### config.mk
export PLATFORM = sky130hd
export DESIGN_NAME = edge_stamp_fifo
export DESIGN_NICKNAME = d
export VERILOG_FILES = /design/src/rtl/edge_stamp_fifo.sv
export SDC_FILE = /design/constraint.sdc
export NUM_CORES = 1
export LEC_CHECK = 0
export BUFFER_PORTS_ARGS = -buffer_cell sky130_fd_sc_hd__buf_2
export CAP_MARGIN = 25
export CORE_MARGIN = 2
export CORE_UTILIZATION = 42
export DETAILED_ROUTE_END_ITERATION = 8
export SLEW_MARGIN = 15
export SYNTH_ARGS = -nofsm -noshare
export SYNTH_HDL_FRONTEND = slang
export SYNTH_SLANG_ARGS = --single-unit
### constraint.sdc
create_clock -name clk -period 7.4 [get_ports clk]
set_clock_uncertainty 0.2 [all_clocks]
set_input_delay 1.11 -clock clk [delete_from_list [all_inputs] [get_ports clk]]
set_output_delay 1.11 -clock clk [all_outputs]
set_load 0.05 [all_outputs]
### src/rtl/edge_stamp_fifo.sv
module edge_stamp_fifo #(
  parameter int CH    = 8,
  parameter int TW    = 16,
  parameter int DEPTH = 8
) (
  input  logic             clk,
  input  logic             rst_n,
  input  logic [CH-1:0]    pin_in,
  input  logic [CH-1:0]    chan_en,
  input  logic [TW-1:0]    timer,
  input  logic             rd_en,
  input  logic             stat_rd,
  output logic [TW+CH-1:0] rd_data,
  output logic             empty,
  output logic             full,
  output logic             overflow,
  output logic             irq
);
  localparam int AW = $clog2(DEPTH);
  localparam int RW = TW + CH;

  logic [CH-1:0] sync1, sync2, last;
  logic [RW-1:0] mem [DEPTH];
  logic [AW:0]   wp, rp, count;
  logic          cap, pop, wr, drop;

  always_ff @(posedge clk or negedge rst_n)
    if (!rst_n) begin
      sync1 <= '0;
      sync2 <= '0;
      last  <= '0;
    end else begin
      sync1 <= pin_in;
      sync2 <= sync1;
      last  <= sync2;
    end

  assign cap   = |((sync2 ^ last) & chan_en);
  assign count = wp - rp;
  assign empty = (count == '0);
  assign full  = (count == (AW+1)'(DEPTH));
  assign pop   = rd_en && !empty;
  assign wr    = cap && (!full || pop);
  assign drop  = cap && full && !pop;
  assign irq   = !empty;
  assign rd_data = mem[rp[AW-1:0]];

  always_ff @(posedge clk)
    if (wr) mem[wp[AW-1:0]] <= {timer, sync2};

  always_ff @(posedge clk or negedge rst_n)
    if (!rst_n) begin
      wp       <= '0;
      rp       <= '0;
      overflow <= 1'b0;
    end else begin
      if (wr)  wp <= wp + 1'b1;
      if (pop) rp <= rp + 1'b1;
      if (drop)         overflow <= 1'b1;
      else if (stat_rd) overflow <= 1'b0;
    end
endmodule

==> impl_metrics.py <==
metrics = {
    "status": {
        "outcome": "completed",
    },
    "grt": {
        "grt_pass1_wl_um": 24800,
        "grt_remaining_overflow": 0,
        "grt_max_degree": 52,
        "antenna_found_initial": 0,
        "grt.total_usage": 0.150,
        "first_global_vias": 4448,
    },
    "die": {
        "die_h_um": 146,
        "num_rows": 52,
        "die_area_um2": 21400,
        "ios": 64,
        "dieWidth_um": 146,
        "core_um2": 20000,
        "initial_core_util": 0.425,
    },
    "final_layout": {
        "num_antenna_cells": 0,
        "fin_nets": 554,
        "drive_above_1_share": 0.323,
        "n_fill_cell": 1683,
        "areaGrowthSynthToFinish_pct": 17.7,
    },
    "critical_path": {
        "start_kind": "register",
        "cp.arrival_ns": 2.79,
        "reg2regPathDepth": 7,
        "crit_path_end": "empty",
        "crit_type": "reg2out",
        "critPathMaxFanout": 25,
        "r2r-end": "mem[6][5]",
        "critPathRequiredTime_ns": 6.09,
        "startpoint": "rp[2]",
        "reg2reg_from": "rp[2]",
        "cp-end-kind": "output pin",
        "r2r_slack_ns": 3.86,
    },
    "power": {
        "vdd_ir_drop_max_v": 0.000199,
        "finalPower_mw": 4.76,
        "powerDensity_nw_per_um2": 475,
        "p_leak_nw": 3.60,
    },
    "cts": {
        "clkLatencyLatePin_ns": 0.50,
        "cts_resized": 0,
        "tritoncts": "done",
        "cts_setup_buffers": 0,
        "numClockSinks": 225,
        "cts_hold_buf": 0,
        "cts_root_buf": "clkbuf_16",
        "htreeDepth": 1,
        "cts_buffers": 24,
        "cts_buffer_depth": 3,
        "path_clk_slew_ns": 0.06,
    },
    "placed_design": {
        "gp_congestion": 0.782,
        "dp_hpwl_um": 9160,
        "port_buffers": 63,
    },
    "logic_synthesis": {
        "synthDistinctLibCells": 37,
        "yosys-top-cells-count": "edfxtp_1, nand2_1, mux4_2",
        "syn_area_um2": 8510,
        "syn_area_per_cell_um2": 19.9,
        "synth_ff_type": "edfxtp_1",
        "yosysSeqAreaShare": 0.774,
        "synth_area_leaders": "edfxtp_1, mux4_2, dfrtp_1",
        "async_reset_ff_frac": 0.147,
        "synth.largest_area_cell": "edfxtp_1",
        "synth-adder-area-share": 0.00735,
        "synth.net_count": 469,
        "synth_top_area_share": 0.677,
        "synth_edf_count": 192,
        "synth_xor_area_frac": 0.0172,
        "yosys_warnings": 0,
        "yosys-mux-area-fraction": 0.130,
        "netlist_instances": 428,
        "synth_top_family_by_area": "multiplexers",
        "ys_ff_latch": 225,
        "synth-compound-area-share": 0.0135,
        "yosysMostFrequentCell": "edfxtp_1",
        "synth-simple-area-share": 0.0470,
    },
    "timing": {
        "worstMarginPinSlew_ns": 0.800,
        "hold_viol": 0,
        "fmax_mhz": 244,
        "fin_crit_sh": 0.553,
        "setup_viol": 0,
        "slew_violations": 0,
        "max_slew_margin": 0.467,
        "finalSetupTns_ns": 0,
        "rsz0062_at_grt": "no",
        "min_period_ns": 4.10,
    },
    "drt": {
        "drt_iter0_drc": 238,
        "drtPass1Iterations": 4,
        "route.antenna.remaining_nets": 0,
        "viasPerCell": 5.17,
        "wl_um": 15600,
        "vias": 4127,
        "wire_per_inst_um": 19.6,
        "drc_errors": 0,
    },
    "flow_run": {
        "maxCapViolCount": 0,
    },
    "min_path": {
        "hold_path_depth": 0,
        "hold_path.class": "reg2reg",
    },
}
[registers in the layout (all words and copies together) (netlist names)]
name and cells:
sync1 8, last 8, sync2 8, mem 192
rp 4, overflow 1, wp 4
[power breakdown]
part / internal [mW] / switching [mW] / leakage, nW
clock network: 0.695 / 0.457 / 0.383
registers: 1.72 / 0.127 / 2.14
logic: 0.592 / 1.16 / 1.07
[worst max-delay path, cell delays in order (launching register included)]
cell and delay (ns):
dfrtp_1 0.38, inv_2 0.45, ha_1 0.28, xor3_1 0.20, or4b_1 0.44, a21o_1 0.22
inv_1 0.06, buf_2 0.25
[cells by family after synthesis]
| logic type | count (synthesis) |
|---|---|
| flops | 225 |
| buf+inv | 23 |
| fa+ha+maj | 5 |
| simple gates | 95 |
| compound gates | 15 |
| mux | 50 |
| xor+xnor | 15 |
[layout make-up]
cell class / count / area (um^2) / share of cell area
tap: 270 / 338 / 0.0337
sequential: 225 / 6600 / 0.659
clock buffer: 30 / 654 / 0.0653
clock inverter: 12 / 115 / 0.0115
inverter: 6 / 22.5 / 0.00225
timing repair buffer: 76 / 433 / 0.0432
multi-input combinational: 180 / 1860 / 0.185
[routing by layer]
metal,GRT usage,up-vias,wire length (um)
met5,0,-,0
met4,0.0447,0,362
met3,0.0266,24,610
met2,0.254,99,7850
met1,0.200,2145,6810
li1,-,1859,-
[how the worst min path moves through the flow]
stage / startpoint / endpoint
2_1_floorplan: sync1[0] / sync2[0]
3_3_place_gp: sync1[2] / sync2[2]
3_5_place_dp: sync1[2] / sync2[2]
4_1_cts: sync1[4] / sync2[4]
5_1_grt: sync1[2] / sync2[2]
6_report: sync1[4] / sync2[4]
[cell usage in the layout (no fill, tap or decap), types with 3 or more instances in the layout]
cell,instances
a22oi_1,4
buf_2,63
buf_4,12
clkbuf_1,4
clkbuf_16,25
clkinv_2,6
dfrtp_1,31
edfxtp_1,192
ha_1,5
inv_1,5
mux4_2,48
nand2_1,75
nand3_1,3
nor2_1,4
nor4_2,4
xnor2_1,5
xor2_1,9
[metrics by stage]
step / hold WS [ns] / setup WS (ns) / instance area, um^2 / std cells / util
6_report: 0.146 / 3.30 / 10000 / 799 / 0.500
5_1_grt: 0.156 / 3.09 / 10000 / 799 / 0.500
4_1_cts: 0.147 / 3.23 / 10000 / 799 / 0.500
3_5_place_dp: 0.135 / 3.75 / 9250 / 757 / 0.461
3_3_place_gp: 0.132 / 3.52 / 9220 / 756 / 0.460
2_1_floorplan: 0.131 / 2.58 / 8510 / 428 / -
No activity file was read; power rests on OpenSTA's default activity.
